--- config.mk ---
export PLATFORM = sky130hd
export DESIGN_NAME = uart_host_regs
export DESIGN_NICKNAME = d
export VERILOG_FILES = /design/src/rtl/uart_regs_pkg.sv /design/src/rtl/uart_strobe_edge.sv /design/src/rtl/uart_status_flags.sv /design/src/rtl/uart_modem_ctl.sv /design/src/rtl/uart_host_regs.sv
export SDC_FILE = /design/constraint.sdc
export NUM_CORES = 1
export LEC_CHECK = 0
export ABC_AREA = 1
export ABC_CLOCK_PERIOD_IN_PS = 850
export BUFFER_PORTS_ARGS = -buffer_cell sky130_fd_sc_hd__buf_2
export CORE_AREA = 2 2 80 82
export CTS_BUF_LIST = sky130_fd_sc_hd__clkbuf_16
export DETAILED_ROUTE_END_ITERATION = 12
export DIE_AREA = 0 0 82 84
export GPL_ROUTABILITY_DRIVEN = 0
export PLACE_DENSITY = 0.7
export SYNTH_ARGS = -nofsm -noshare
export SYNTH_HDL_FRONTEND = slang
export SYNTH_SLANG_ARGS = --single-unit
--- constraint.sdc ---
create_clock -name clk -period 0.85 [get_ports clk]
set_input_delay 0.17 -clock clk [delete_from_list [all_inputs] [get_ports clk]]
set_output_delay 0.17 -clock clk [all_outputs]
set_load 0.01 [all_outputs]
--- src/rtl/uart_regs_pkg.sv ---
package uart_regs_pkg;
  localparam int ADDR_W   = 2;
  localparam int NUM_REGS = 1 << ADDR_W;

  // register addresses
  localparam int A_DATA  = 0;
  localparam int A_STAT  = 1;
  localparam int A_BAUD  = 2;
  localparam int A_MODEM = 3;

  // status bit positions (host software decodes these)
  localparam int ST_DT    = 0;
  localparam int ST_DR    = 1;
  localparam int ST_SE    = 2;
  localparam int ST_PE    = 3;
  localparam int ST_FE    = 4;
  localparam int ST_OV    = 5;
  localparam int ST_FLAGS = 6;

  // line settings, packed in host bit order 6..0
  typedef struct packed {
    logic       hs_en;
    logic [1:0] len;
    logic [1:0] stop;
    logic [1:0] par;
  } line_cfg_t;

  localparam int CFG_W = $bits(line_cfg_t);
endpackage

--- src/rtl/uart_strobe_edge.sv ---
module uart_strobe_edge #(
  parameter int AW  = 2,
  parameter int NUM = 4
) (
  input  logic           clk,
  input  logic           rst,
  input  logic           cs,
  input  logic           rd,
  input  logic           wr,
  input  logic [AW-1:0]  addr,
  output logic [NUM-1:0] rd_hit,
  output logic [NUM-1:0] wr_hit
);
  logic rd_act, wr_act, rd_act_q, wr_act_q, rd_new, wr_new;

  assign rd_act = cs & rd;
  assign wr_act = cs & wr;

  always_ff @(posedge clk) begin
    if (rst) begin
      rd_act_q <= 1'b0;
      wr_act_q <= 1'b0;
    end else begin
      rd_act_q <= rd_act;
      wr_act_q <= wr_act;
    end
  end

  assign rd_new = rd_act & ~rd_act_q;
  assign wr_new = wr_act & ~wr_act_q;

  for (genvar g = 0; g < NUM; g++) begin : g_dec
    assign rd_hit[g] = rd_new && (addr == AW'(g));
    assign wr_hit[g] = wr_new && (addr == AW'(g));
  end
endmodule

--- src/rtl/uart_status_flags.sv ---
module uart_status_flags
  import uart_regs_pkg::*;
#(
  parameter int DW = 8
) (
  input  logic                clk,
  input  logic                rst,
  input  logic                tx_done,
  input  logic                tx_clr,
  input  logic                rx_done,
  input  logic [DW-1:0]       rx_byte,
  input  logic                rx_start_err,
  input  logic                rx_par_err,
  input  logic                rx_frame_err,
  input  logic                rx_clr,
  output logic [DW-1:0]       rx_hold,
  output logic [ST_FLAGS-1:0] flags
);
  logic dt_q, dr_q, se_q, pe_q, fe_q, ov_q;

  always_ff @(posedge clk) begin
    if (rst) begin
      dt_q    <= 1'b0;
      dr_q    <= 1'b0;
      se_q    <= 1'b0;
      pe_q    <= 1'b0;
      fe_q    <= 1'b0;
      ov_q    <= 1'b0;
      rx_hold <= '0;
    end else begin
      if (tx_clr)       dt_q <= 1'b0;
      else if (tx_done) dt_q <= 1'b1;

      if (rx_done) begin
        rx_hold <= rx_byte;
        dr_q    <= 1'b1;
        se_q    <= (se_q & ~rx_clr) | rx_start_err;
        pe_q    <= (pe_q & ~rx_clr) | rx_par_err;
        fe_q    <= (fe_q & ~rx_clr) | rx_frame_err;
        ov_q    <= ~rx_clr & (ov_q | dr_q);
      end else if (rx_clr) begin
        dr_q <= 1'b0;
        se_q <= 1'b0;
        pe_q <= 1'b0;
        fe_q <= 1'b0;
        ov_q <= 1'b0;
      end
    end
  end

  always_comb begin
    flags        = '0;
    flags[ST_DT] = dt_q;
    flags[ST_DR] = dr_q;
    flags[ST_SE] = se_q;
    flags[ST_PE] = pe_q;
    flags[ST_FE] = fe_q;
    flags[ST_OV] = ov_q;
  end
endmodule

--- src/rtl/uart_modem_ctl.sv ---
module uart_modem_ctl (
  input  logic       clk,
  input  logic       rst,
  input  logic       hs_en,
  input  logic       wr_hit,
  input  logic [1:0] wbits,
  input  logic       rx_start,
  input  logic       rx_pending,
  input  logic       rx_clr,
  input  logic       cts_n,
  input  logic       dsr_n,
  output logic       rts_n,
  output logic       dtr_n,
  output logic [1:0] line_in
);
  logic [1:0] man_q;
  logic       hold_q;

  always_ff @(posedge clk) begin
    if (rst) begin
      man_q  <= 2'b11;
      hold_q <= 1'b0;
    end else begin
      if (wr_hit) man_q <= wbits;
      if (!hs_en || rx_clr)            hold_q <= 1'b0;
      else if (rx_start && rx_pending) hold_q <= 1'b1;
    end
  end

  assign rts_n   = hs_en ? hold_q : man_q[0];
  assign dtr_n   = hs_en ? hold_q : man_q[1];
  assign line_in = {dsr_n, cts_n};
endmodule

--- src/rtl/uart_host_regs.sv ---
module uart_host_regs
  import uart_regs_pkg::*;
#(
  parameter int DATA_W = 8
) (
  input  logic              clk,
  input  logic              rst,
  input  logic              cs,
  input  logic              rd,
  input  logic              wr,
  input  logic [1:0]        addr,
  input  logic [DATA_W-1:0] wdata,
  output logic [DATA_W-1:0] rdata,
  output logic              irq,
  output logic              irq_tx,
  output logic              irq_rx,
  output logic              tx_load,
  output logic [DATA_W-1:0] tx_data,
  input  logic              tx_done,
  input  logic              rx_done,
  input  logic [DATA_W-1:0] rx_data,
  input  logic              rx_start_err,
  input  logic              rx_par_err,
  input  logic              rx_frame_err,
  input  logic              rx_start,
  output logic              cfg_hs_en,
  output logic [1:0]        cfg_len,
  output logic [1:0]        cfg_stop,
  output logic [1:0]        cfg_par,
  output logic [DATA_W-1:0] baud_sel,
  output logic              rts_n,
  output logic              dtr_n,
  input  logic              cts_n,
  input  logic              dsr_n
);
  logic [NUM_REGS-1:0] rd_hit, wr_hit;
  logic [DATA_W-1:0]   rx_hold, rd_sel;
  logic [ST_FLAGS-1:0] flags;
  logic [1:0]          line_in;
  line_cfg_t           cfg_q;

  uart_strobe_edge #(.AW(ADDR_W), .NUM(NUM_REGS)) u_edge (
    .clk(clk), .rst(rst), .cs(cs), .rd(rd), .wr(wr), .addr(addr),
    .rd_hit(rd_hit), .wr_hit(wr_hit)
  );

  uart_status_flags #(.DW(DATA_W)) u_flags (
    .clk(clk), .rst(rst),
    .tx_done(tx_done), .tx_clr(wr_hit[A_DATA]),
    .rx_done(rx_done), .rx_byte(rx_data),
    .rx_start_err(rx_start_err), .rx_par_err(rx_par_err),
    .rx_frame_err(rx_frame_err), .rx_clr(rd_hit[A_DATA]),
    .rx_hold(rx_hold), .flags(flags)
  );

  uart_modem_ctl u_modem (
    .clk(clk), .rst(rst), .hs_en(cfg_q.hs_en),
    .wr_hit(wr_hit[A_MODEM]), .wbits(wdata[1:0]),
    .rx_start(rx_start), .rx_pending(flags[ST_DR]),
    .rx_clr(rd_hit[A_DATA]), .cts_n(cts_n), .dsr_n(dsr_n),
    .rts_n(rts_n), .dtr_n(dtr_n), .line_in(line_in)
  );

  always_ff @(posedge clk) begin
    if (rst) begin
      cfg_q    <= '0;
      baud_sel <= '0;
      tx_data  <= '0;
      tx_load  <= 1'b0;
    end else begin
      tx_load <= wr_hit[A_DATA];
      if (wr_hit[A_DATA]) tx_data  <= wdata;
      if (wr_hit[A_STAT]) cfg_q    <= line_cfg_t'(wdata[CFG_W-1:0]);
      if (wr_hit[A_BAUD]) baud_sel <= wdata;
    end
  end

  always_comb begin
    case (addr)
      2'(A_DATA):  rd_sel = rx_hold;
      2'(A_STAT):  rd_sel = DATA_W'(flags);
      2'(A_MODEM): rd_sel = DATA_W'(line_in);
      default:     rd_sel = '0;
    endcase
  end

  always_ff @(posedge clk) begin
    if (rst)           rdata <= '0;
    else if (cs && rd) rdata <= rd_sel;
    else               rdata <= '0;
  end

  assign cfg_hs_en = cfg_q.hs_en;
  assign cfg_len   = cfg_q.len;
  assign cfg_stop  = cfg_q.stop;
  assign cfg_par   = cfg_q.par;
  assign irq_tx    = flags[ST_DT];
  assign irq_rx    = flags[ST_DR];
  assign irq       = irq_tx | irq_rx;
endmodule

======== Word-level counts from Yosys, hierarchy flattened ========
Index checks and enable logic that the tools add are counted.
cells by class
  multiplexer cells ....................... 9
  reductions and logical operators ........ 14
  bitwise logic cells ..................... 17
  equal/unequal tests ..................... 3
operator list
  cell                                                                   number
  8-bit case mux with 3 select lines                                     1
  1-bit AND                                                              8
  1-bit two-way mux                                                      8
  1-bit logical AND                                                      7
  2-bit OR reduction                                                     3
  1-bit OR                                                               5
  2-bit equality test, second input constant                             2
  1-bit NOT                                                              4
  2-bit by 1-bit equality test with 1-bit output, second input constant  1
  2-bit zero test                                                        1
  2-bit nonzero test                                                     1
  1-bit zero test                                                        1
  1-bit logical OR                                                       1
word-level totals
  output and inout bits ................... 37
  register bits ........................... 51
  input port bits ......................... 31
  logic and storage cells ................. 62

======== Depth between registers and ports, before layout ========
  depth after elaboration ................. 7
  depth in mapped cells ................... 7
  mapped depth without buffers ............ 6

======== By module ========
A second synthesis with hierarchy kept.
unflattened totals
  cell total of the unflattened synthesis .. 273
  area total of the unflattened synthesis .. 1988.2 µm²
by module, submodules not included
  module             sequential area each (µm²)  times used  area an instance (µm²)  cells an instance
  uart_host_regs     640.6                       1           1119.8                  143
  uart_status_flags  280.3                       1           598.1                   84
  uart_modem_ctl     60.1                        1           145.1                   22
  uart_strobe_edge   40.0                        1           125.1                   24

======== Worst setup path after synthesis ========
No wires, ideal clock.
  path kind ............................... flip-flop to flip-flop
  start ................................... register u_edge.wr_act_q
  end ..................................... register baud_sel[0]
  arrival time ............................ 822 ps
  cell stages (with the launch flop) ...... 6
  library setup time ...................... 115 ps
  path slack .............................. -87 ps
  required time ........................... 735 ps
  cell sequence ........................... dfxtp_1 > nor2_8 > buf_4 > nand3_1 > nand2_1 > nor2_1
between the ends
  longest elaborated chain between the ends .. 3
ends and longest elaborated chain
  what                      RTL line                text
  start: declaration        uart_strobe_edge.sv:14  logic rd_act, wr_act, rd_act_q, wr_act_q, rd_new, wr_new;
  start signal: assignment  uart_strobe_edge.sv:25  wr_act_q <= wr_act;
  1-bit NOT                 uart_strobe_edge.sv:30  assign wr_new = wr_act & ~wr_act_q;
  1-bit AND                 uart_strobe_edge.sv:30
  1-bit logical AND         uart_strobe_edge.sv:34  assign wr_hit[g] = wr_new && (addr == AW'(g));
  end signal: assignment    uart_host_regs.sv:74    if (wr_hit[A_BAUD]) baud_sel <= wdata;
  end: declaration          uart_host_regs.sv:30    output logic [DATA_W-1:0] baud_sel,
No other way between the ends.
A chain may end at the register's enable or synchronous reset.

======== Worst setup path in the final report ========
  start ................................... register u_flags.dt_q
  end ..................................... output irq
between the ends
  longest elaborated chain between the ends .. 1
ends and longest elaborated chain
  what                      RTL line                 text
  start: declaration        uart_status_flags.sv:19  logic dt_q, dr_q, se_q, pe_q, fe_q, ov_q;
  start signal: assignment  uart_status_flags.sv:23  dt_q <= 1'b0;
  start signal: assignment  uart_status_flags.sv:31  if (tx_clr) dt_q <= 1'b0;
  start signal: assignment  uart_status_flags.sv:32  else if (tx_done) dt_q <= 1'b1;
  1-bit OR                  uart_host_regs.sv:99     assign irq = irq_tx | irq_rx;
  end: declaration          uart_host_regs.sv:14     output logic irq,
No other way between the ends.

==> metrics.md <==
| Metric | Value |
|---|---|
| # IOs | `slightly below 70` |
| Synth area leaders | `dfxtp_1 (50%), nand2_1 (10%), nand3_1 (9.4%), nor2_1 (8.5%), a21oi_1 (3.7%)` |
| Arr. time, crit path | `0.96 ns` |
| Yosys reg bits | `slightly above 50` |
| CP cell instances | `or2_4 -> buf_6` |
| Post-synth top area share | `between 50% and 60%` |
| Number of stages on the worst hold path | `3` |
| Worst Hold End | `u_flags.fe_q` |
| Initial Util | `between 30% and 40%` |
| Worst-margin pin slew | `0.3185 ns` |
| Fin util | `~55%` |
| Router iterations before antenna repair | `4` |
| Routed wire length per instance | `between 10 and 15 um` |
| Syn Area/Cell | `~7.7 sq um` |
| Root buf cell | `clkbuf_16` |
| H-tree depth | `2` |
| Total track usage | `a little under a fifth` |
| Max-slew headroom | `a little under 80%` |
| Yosys top cell by area | `dfxtp_1` |
| Sequential power share | `about 48%` |
| Area delta synth->final | `65.15%` |
| Combinational Power Share | `approximately 17%` |
| Core region area | `approximately 0.0061 sq mm` |
| Synthesized cell area | `slightly above 0.002 sq mm` |
| NetSw | `roughly 1.4 mW` |
| Status | `finished, violations left` |
| Starting DRT DRC Count | `73` |
| Leakage | `approximately 1.6 nW` |
| DP Worst Slack | `-0.1990 ns` |
| Endpoints failing setup | `65` |
| Vias per inst | `approximately 4.8` |
| CTS clk-pin slew, worst paths | `0.06 ns` |
| CP max-delay cell | `dfxtp_2` |
| Syn Inst Count | `approximately 270` |
| Layout fillers | `between 500 and 600` |
| First-pass GRT wire length | `~9600 um` |
| Peak VDD IR | `about 0.0008 V` |
| DIE AREA | `between 0.006 and 0.007 sq mm` |
| R2r setup slk | `-0.24 ns` |
| Remaining antenna violation count | `0` |
| Worst R2R Start | `u_edge.wr_act_q` |
| Slew Viols, Final | `0` |
| Port Buffer Count | `67` |
| Switching power share of the total | `25.41%` |
| Mapped Nets | `296` |
| Pwr dens | `1584 mW/mm^2` |
| Slowest stage delay, CP | `roughly 0.33 ns` |
| TritonCTS clock tree | `done` |
| DRC Markers | `0` |
| CP Buf/Inv Count | `1` |
| Hold Buf Count CTS | `0` |
| Clock sinks | `51` |
| Worst reg-to-reg path cell count | `6` |
| Clk_lat worst skew | `just under 0.3 ns` |
| Initial antenna violation count | `0` |
| Placed Area | `roughly 0.0025 sq mm` |
| Failing checks | `setup timing` |
| Cell family with most CP delay | `flip-flops` |
| Largest net degree at the start of global routing | `between 40 and 50` |
| Req. time, crit path | `0.68 ns` |
| Unrepaired setup endpoints after global routing | `true` |
| Share of layout cells above drive strength 1 | `a little over half` |
| Remaining global-route overflow | `0` |
| DRT Wirelength | `about 6100 um` |
| CP Class | `reg -> out` |
| Total number of vias | `~2,100` |
| Std-Cell Rows | `29` |
| Die height | `between 80 and 90 um` |
| Vias in the first global route | `slightly above 2,000` |
| Syn. warnings | `0` |
| Fmax | `between 800 and 900 MHz` |
| Die W | `82 um` |
| Maxcap violations | `0` |
| Longest Clk Path Bufs | `2` |
| Crit. End Element | `output pin` |
| CP max FO | `2` |
| Nets@finish | `393` |
| Clock buffer count from CTS | `5` |
| R2r endpoint | `baud_sel[5]` |
| Tmin final | `~1.1 ns` |
| Skew final | `0.006821 ns` |
| Final hold vios | `0` |
| Final Cell Area | `around 0.0034 sq mm` |
| Setup WS post-layout | `-0.2799 ns` |
| Netlist cell types | `22` |
| Startpoint types | `register` |
| Clk network pwr share | `a little over a third` |
| Hold_ws | `0.08005 ns` |
| Worst min path class | `in -> reg` |
| Setup TNS | `-7.353 ns` |
| Period utilization | `132.9%` |
| Hold Startpoint | `rx_frame_err` |
| Antenna diodes | `0` |
| Internal power | `3.966 mW` |
| Sequential element share of the synthesized area | `about half` |
| DP HPWL | `approximately 3800 um` |
-- layout by cell type (no fill, tap or decap) --
master,n
a21oi_1,15
buf_12,3
buf_16,3
buf_2,36
buf_4,23
buf_6,36
clkbuf_16,5
clkbuf_4,1
clkinv_1,2
dfxtp_1,18
dfxtp_2,31
dfxtp_4,2
inv_1,18
inv_2,4
nand2_1,44
nand2_2,11
nand2_4,1
nand2_8,2
nand3_1,12
nand3_2,23
nand3_4,3
nand4_1,8
nor2_1,42
nor2_2,3
nor2_4,3
nor2_8,2
nor4_1,1
o21ai_0,8
o21ai_1,2
or2_4,1
-- cells by family after synthesis --
kind of cell,count (synthesis),share of synthesized area (%)
AND/OR/NAND/NOR,155,34.55
flip-flops,51,50.25
buffers and inverters,34,9.051
AO/OA/AOI/OAI,25,6.158
-- worst max path at each step --
stage	from	endpoint	slack [ns]	cells past startpoint
after floorplan	addr[0]	cfg_len[1]	-0.01	7
after global placement	addr[0]	cfg_par[0]	-0.18	7
after detailed placement	addr[0]	cfg_stop[1]	-0.20	7
after CTS	u_flags.dr_q	irq	-0.28	2
after global routing	u_flags.dr_q	irq	-0.31	2
final	u_flags.dt_q	irq	-0.28	2
-- per-stage QoR --
| step | cells | power, mW |
|---|---|---|
| floorplan | 265 | 2.932 |
| global placement | 418 | 3.182 |
| detailed placement | 418 | 3.192 |
| CTS | 434 | 5.230 |
| global route | 440 | 5.526 |
| finish | 440 | 5.317 |
-- cell type report --
class / instances / area (sq um) / share of cell area [%]
clock buffers: 5 / 125.1 / 3.729
repair buffers: 102 / 908.4 / 27.07
multi-input cells: 181 / 1069 / 31.84
flip-flops and latches: 51 / 1067 / 31.80
clock inverters: 3 / 11.26 / 0.3356
inverters: 21 / 78.83 / 2.349
well taps: 77 / 96.34 / 2.871
-- layer usage --
metal,wire (um),part of all wire (%),global-route usage (%)
met1,2442,40,22.84
met5,0,0,0
met2,3203,52,30.82
met4,80,1.3,5.606
met3,387,6.3,4.004
-- worst reg2reg max path, cell delays in order (launching register included) --
cell and delay [ns]:
dfxtp_4 0.37, nor2_8 0.13, buf_12 0.16, buf_12 0.15, nand3_2 0.07, nand2_1 0.07
nor2_1 0.04
-- cells in the mapped netlist --
cell / count
inv_2: 2
nor4_1: 1
buf_12: 1
nor2_1: 46
o21ai_0: 10
buf_8: 1
nand3_1: 38
nor2_8: 2
buf_6: 1
clkbuf_1: 1
inv_1: 19
dfxtp_1: 51
or2_2: 1
a21oi_1: 15
nor2_2: 1
nand2_1: 55
nand2_2: 2
nor2_4: 1
buf_4: 4
nand4_1: 8
clkbuf_2: 1
buf_2: 4
-- power groups by stage --
stage	sequential (mW)	combinational (mW)	clock, mW
6_report	2.54	0.875	1.90
4_1_cts	2.54	0.792	1.90
3_3_place_gp	2.58	0.604	0
2_1_floorplan	2.60	0.330	0
5_1_grt	2.55	0.954	2.02
3_5_place_dp	2.58	0.610	0
-- flip-flops by register name, indices dropped and copies added, names as in the netlist, 2 cells and up --
| name | flops |
|---|---|
| baud_sel | 8 |
| cfg_len | 2 |
| cfg_par | 2 |
| cfg_stop | 2 |
| rdata | 8 |
| tx_data | 8 |
| u_flags.rx_hold | 8 |
| u_modem.man_q | 2 |
-- repair_timing --
item / CTS / global route
endpoints found under the setup margin: 63 / 74
setup buffers: 6 / 6
gates cloned: 3 / 1
resized for setup: 93 / 37
pin swaps: 25 / 12
Power figures use the tool's default switching activity.
